[config.mk]
export PLATFORM = sky130hd
export DESIGN_NAME = sdram_write_seq
export DESIGN_NICKNAME = d
export VERILOG_FILES = /design/src/rtl/sdram_write_seq.sv
export SDC_FILE = /design/constraint.sdc
export NUM_CORES = 1
export LEC_CHECK = 0
export BUFFER_PORTS_ARGS = -buffer_cell sky130_fd_sc_hd__buf_2
export CORE_UTILIZATION = 35
export DETAILED_ROUTE_END_ITERATION = 16
export HOLD_SLACK_MARGIN = 0.05
export REMOVE_ABC_BUFFERS = 1
export SLEW_MARGIN = 10
export SYNTH_ARGS = -nofsm -noshare
export SYNTH_HDL_FRONTEND = slang
export SYNTH_SLANG_ARGS = --single-unit
[constraint.sdc]
create_clock -name clk -period 1.85 [get_ports clk]
set_input_delay 0.2775 -clock clk [delete_from_list [all_inputs] [get_ports clk]]
set_output_delay 0.2775 -clock clk [all_outputs]
set_load 0.1 [all_outputs]
[src/rtl/sdram_write_seq.sv]
module sdram_write_seq #(
  parameter int ROW_W  = 13,
  parameter int COL_W  = 8,
  parameter int BANK_W = 2,
  parameter int DATA_W = 16,
  parameter int T_RCD  = 5,
  parameter int T_WR   = 4,
  parameter int T_RAS  = 11,
  parameter int T_RP   = 5,
  parameter int T_RC   = 15
) (
  input  logic                clk,
  input  logic                rst_n,
  input  logic                req_valid,
  output logic                req_ready,
  input  logic [BANK_W-1:0]   req_bank,
  input  logic [ROW_W-1:0]    req_row,
  input  logic [COL_W-1:0]    req_col,
  input  logic [DATA_W-1:0]   req_data,
  output logic                sd_cke,
  output logic                sd_cs_n,
  output logic                sd_ras_n,
  output logic                sd_cas_n,
  output logic                sd_we_n,
  output logic [ROW_W-1:0]    sd_addr,
  output logic [BANK_W-1:0]   sd_ba,
  output logic [DATA_W/8-1:0] sd_dqm,
  output logic [DATA_W-1:0]   sd_dq_o,
  output logic                sd_dq_oe
);

  localparam int WR_CYC  = (T_RAS - T_RCD > T_WR) ? (T_RAS - T_RCD) : T_WR;
  localparam int RC_LEFT = T_RC - T_RCD - WR_CYC;
  localparam int RP_CYC  = (RC_LEFT > T_RP) ? RC_LEFT : T_RP;
  localparam int RDY_GAP = (RP_CYC > 1) ? (RP_CYC - 1) : 1;
  localparam int CNT_W   = $clog2(T_RCD + WR_CYC + RDY_GAP + 2);

  typedef enum logic [2:0] {
    S_IDLE, S_ACT, S_RCD, S_WR, S_REC, S_PRE, S_RP
  } state_t;

  state_t            state;
  logic [CNT_W-1:0]  cnt;
  logic [BANK_W-1:0] bank_q;
  logic [ROW_W-1:0]  row_q;
  logic [COL_W-1:0]  col_q;
  logic [DATA_W-1:0] data_q;

  wire is_act = (state == S_ACT);
  wire is_wr  = (state == S_WR);
  wire is_pre = (state == S_PRE);

  always_ff @(posedge clk or negedge rst_n) begin
    if (!rst_n) begin
      state  <= S_IDLE;
      cnt    <= '0;
      bank_q <= '0;
      row_q  <= '0;
      col_q  <= '0;
      data_q <= '0;
    end else begin
      case (state)
        S_IDLE: if (req_valid) begin
          bank_q <= req_bank;
          row_q  <= req_row;
          col_q  <= req_col;
          data_q <= req_data;
          state  <= S_ACT;
        end
        S_ACT: if (T_RCD <= 1) state <= S_WR;
               else begin state <= S_RCD; cnt <= CNT_W'(T_RCD - 2); end
        S_RCD: if (cnt == '0) state <= S_WR; else cnt <= cnt - 1'b1;
        S_WR:  if (WR_CYC <= 1) state <= S_PRE;
               else begin state <= S_REC; cnt <= CNT_W'(WR_CYC - 2); end
        S_REC: if (cnt == '0) state <= S_PRE; else cnt <= cnt - 1'b1;
        S_PRE: if (RDY_GAP <= 1) state <= S_IDLE;
               else begin state <= S_RP; cnt <= CNT_W'(RDY_GAP - 2); end
        S_RP:  if (cnt == '0) state <= S_IDLE; else cnt <= cnt - 1'b1;
        default: state <= S_IDLE;
      endcase
    end
  end

  assign req_ready = (state == S_IDLE);
  assign sd_cke    = 1'b1;
  assign sd_cs_n   = 1'b0;
  assign sd_ras_n  = !(is_act || is_pre);
  assign sd_cas_n  = !is_wr;
  assign sd_we_n   = !(is_wr || is_pre);

  always_comb begin
    sd_addr = '0;
    if (is_act)     sd_addr = row_q;
    else if (is_wr) sd_addr = ROW_W'(col_q);
  end

  assign sd_ba    = (is_act || is_wr || is_pre) ? bank_q : '0;
  assign sd_dq_oe = is_wr;
  assign sd_dq_o  = is_wr ? data_q : '0;
  assign sd_dqm   = is_wr ? '0 : '1;

endmodule

# == Word-level counts from Yosys, hierarchy flattened ==
# Index checks and enable logic that the tools add are counted.
# word_totals
reg_bits,47
output_inout_bits,40
# classes
add_sub_neg,1
n_eq_ne,11
mux,12
n_reduce_logical,14
# op_table
op,count
$pmux W3 S7,1
$pmux W5 S4,1
$mux W16,1
$mux W13,1
$mux W3,4
$ne A2 B2 Y1 const B,5
$eq A3 B3 Y1 const B,3
$mux W8,1
$eq A3 B2 Y1 const B,2
$logic_not A5 Y1,1
$mux W5,1
$sub A5 B1 Y5 const B,1
$logic_or A1 B1 Y1,4
$mux W2,2
$reduce_and A2 Y1,2
$reduce_and A4 Y1,1
$reduce_bool A4 Y1,1
$eq A3 B1 Y1 const B,1
$logic_not A1 Y1,3
$logic_not A3 Y1,1
$reduce_or A3 Y1,1

# == Logic depth before layout (Yosys ltp) ==
# depth
word_depth,4
mapped_depth,6
depth_no_buf,5

# == Worst setup path before layout ==
# Ideal clock, no wire load.
# synth_timing
path_kind,register to register
startpoint,register state[1]
endpoint,register bank_q[0]
setup_ns,0.125
t_arrival_ns,3.573
t_required_ns,1.725
setup_slack_ns,-1.848
stages_incl_launch_ff,7
path_buffers,3
synth_period_minus_slack_ns,3.698
cell_sequence,dfrtp_1 -> buf_2 -> nor3_1 -> and2_1 -> buf_4 -> buf_6 -> mux2_2
# synth_via
elab_chain_cells,2
# synth_rtl
item,line_no,text
"start, declared",42,state_t state;
"start signal, assigned",55,state <= S_IDLE;
"start signal, assigned",68,state <= S_ACT;
"start signal, assigned",70,S_ACT: if (T_RCD <= 1) state <= S_WR;
$logic_not A3 Y1,-,
named net req_ready,15,"output logic req_ready,"
$reduce_and A2 Y1 (no line),-,
"end signal, assigned",64,bank_q <= req_bank;
"end, declared",44,logic [BANK_W-1:0] bank_q;
# The timed path passes the listed nets, and every way through them passes these cells.
# A chain may end at the register's enable or synchronous reset.

# == Worst setup path after layout ==
# layout_timing
startpoint,register state[2]
endpoint,output sd_addr[2]
# layout_via
elab_chain_cells,3
word_cells_on_any_way,4
classes_between,2 x eq/ne; 2 x mux
# layout_rtl
item,line_no,text
$eq A3 B2 Y1,50,wire is_wr = (state == S_WR);
$mux W8,94,else if (is_wr) sd_addr = ROW_W'(col_q);
$mux W13 *,93,if (is_act) sd_addr = row_q;
"end, declared",25,"output logic [ROW_W-1:0] sd_addr,"
# Every way passes the cells marked *; elsewhere a longest branch is shown, timed or not.

==> summary.md <==
| Metric | Value |
|---|---|
| Final worst setup slack | -91.1 ps |
| Total wire length | 5820 um |
| Met3 WL | roughly 270 um |
| Initial antenna violation count | 0 |
| Worst-Skew Late Latency | 310 ps |
| Initial core utilization | 36.3% |
| CTS Sinks | 47 |
| Kind of critical path | reg -> out |
| Post-synthesis sequential area ratio | 50.7% |
| Crit path arrival time | around 1700 ps |
| Fillcell total | 514 |
| Ys Warns | 0 |
| Grt ovf | 0 |
| Max layer used | met4 |
| Violations in the final reports | setup timing |
| Main synth FF type | dfrtp_1 |
| Fmax | 0.515 GHz |
| Largest net degree at the start of global routing | 33 |
| ANT nets after route | 0 |
| Max Root-Sink Buffers | 2 |
| DR iter-0 viols | 74 |
| Worst-path clk slew | 100 ps |
| Nature of the critical path endpoint | primary output |
| Final hold violation count | 0 |
| Unique masters post-synth | 42 |
| Final setup viols | 27 |
| Avg Cell Area, Syn | 12.1 um^2 |
| Reg-to-reg slack, setup | 70 ps |
| CP max FO | 13 |
| Clk_skew | 9.18 ps |
| Crit path time final | slightly below 2000 ps |
| LEAKAGE | 1.78 nW |
| Final instance area | 3860 um^2 |
| DP Area | 3450 um^2 |
| GPL Wtd Cong | 0.847 |
| CTS root buffer | clkbuf_8 |
| WL per Instance | 15.5 um |
| Register area | about 1200 um^2 |
| Mapped cell area | 2320 um^2 |
| Slew Viols, Final | 0 |
| Req. time, crit path | 1570 ps |
| First-pass GRT wire length | 9220 um |
| Post-synth EDFFs | 0 |
| Commonest non-fill, non-tap cells in the layout | dfrtp_1, buf_2, buf_12 |
| Synthesis-to-finish area growth | 66.3% |
| Ports | 82 |
| Hpwl dp | between 3000 and 4000 um |
| DRT met1 WL | 2530 um |
| Setup crit start kind | flip-flop |
| DRT Pass-1 Iters | 4 |
| Post-Synthesis Cells | 191 |
| Std cell rows | 29 |
| Core area | 6390 um^2 |
| Fin Setup TNS | -1150 ps |
| Worst Hold Class | in -> reg |
| Die X | 83.4 um |
| Detailed-route via count | around 1900 |
| Hold Slack | 188 ps |
| Vias in the first global route | 1864 |
| Layout cells sized above 1 | 65.3% |
| Setup Slack @ Placement | -30.5 ps |
| DRC viols | 0 |
| Ys async rst share | 100% |
| H-tree depth | 2 |
| Seq cells post-synth | 47 |
| Area of the multi-input gates | 1130 um^2 |
| Die area | roughly 7000 um^2 |
| RSZ-0062 raised after global routing | yes |
| Status | finished, violations left |
| PD cells | 1840 nW/um^2 |
| TritonCTS clock tree | done |
| # nets final | 340 |
| Total track usage | 16.8% |
| Port Buffers | 79 |
| TritonCTS Buffers | 5 |
| Vias/cell | 5.01 |
| Met2 wire len | 2920 um |
| Tightest Pin Transition | 590 ps |
| Max_cap viols | 0 |
| Slew headroom | about three fifths |
| Most common cell after layout, fill and taps aside | dfrtp_1 |
| Fin util | 60.4% |
| ANT cells | 0 |
| Period utilization | 105% |
| Chip Height | 83.4 um |
| Peak supply drop | 1.22 mV |
## flip-flops by register name, indices dropped and copies added (netlist names)
| register | flops |
|---|---|
| data_q | 16 |
| row_q | 13 |
| col_q | 8 |
| cnt | 5 |
| state | 3 |
| bank_q | 2 |
## worst max-delay path: stages (launching register included)
cell     delay, ps
dfrtp_4        570
buf_4          170
nor2_4          90
buf_6          150
a22o_1         180
buf_12         180
## layer usage
metal	vias up	GRT usage [%]
met5	-	0
met2	53	27.9
met3	8	4.67
li1	886	-
met4	0	5.70
met1	927	21.2
## path summary, 6_finish.rpt
check,start,end,cells after the start
max in group asynchronous,rst_n,state[1],3
min reg2reg,data_q[4],data_q[4],1
min,req_col[6],col_q[6],2
max reg2reg,state[0],bank_q[1],6
max,state[2],sd_addr[2],5
min in group asynchronous,rst_n,data_q[4],2
## Yosys cell counts (4+ instances only)
cell / count / share of area, %
a22o_1: 8 / 3.0
and2_1: 17 / 4.6
and3_1: 9 / 2.4
buf_2: 5 / 1.1
buf_4: 5 / 1.6
clkbuf_1: 4 / 0.65
dfrtp_1: 47 / 51
inv_1: 6 / 0.97
mux2_2: 39 / 19
nand2_1: 4 / 0.65
nor2_1: 4 / 0.65
## layout make-up
cell class | count | area share, %
clock buffer | 5 | 1.78
clock inverter | 3 | 1.23
inverter | 7 | 0.811
multi-input combinational | 120 | 29.4
sequential | 47 | 30.6
tap | 77 | 2.50
timing repair buffer | 115 | 33.7
## cell families (layout without fill, tap and decap cells)
logic type,count (synthesis),in the layout,synth area share [%]
xor+xnor,1,1,0.378
simple gates,47,47,12.6
buf+inv,24,130,5.61
other cells,2,2,0.324
flops,47,47,50.7
fa+ha+maj,2,2,1.08
mux,41,41,20.0
compound gates,27,27,9.28
## stage by stage
step / std cells / total power [mW]
finish: 374 / 7.08
global route: 374 / 7.45
CTS: 364 / 6.83
detailed placement: 348 / 5.83
global placement: 348 / 5.74
floorplan: 174 / 4.33
## power breakdown
group          internal, mW  total, mW  switching, mW
registers              1.56       1.88          0.323
logic                  2.00       4.41           2.41
clock network         0.410      0.788          0.378
total                  3.97       7.08           3.12
## what timing repair did
| action | CTS | global route |
|---|---|---|
| hold endpoints to repair | 23 | 0 |
| gates cloned | 1 | 1 |
| buffers inserted | 6 | 11 |
| setup endpoints to repair | 36 | 75 |
| gates resized for setup | 22 | 17 |
| hold buffers | 1 | 0 |
| pin swaps | 9 | 4 |
No activity file was read; power rests on OpenSTA's default activity.
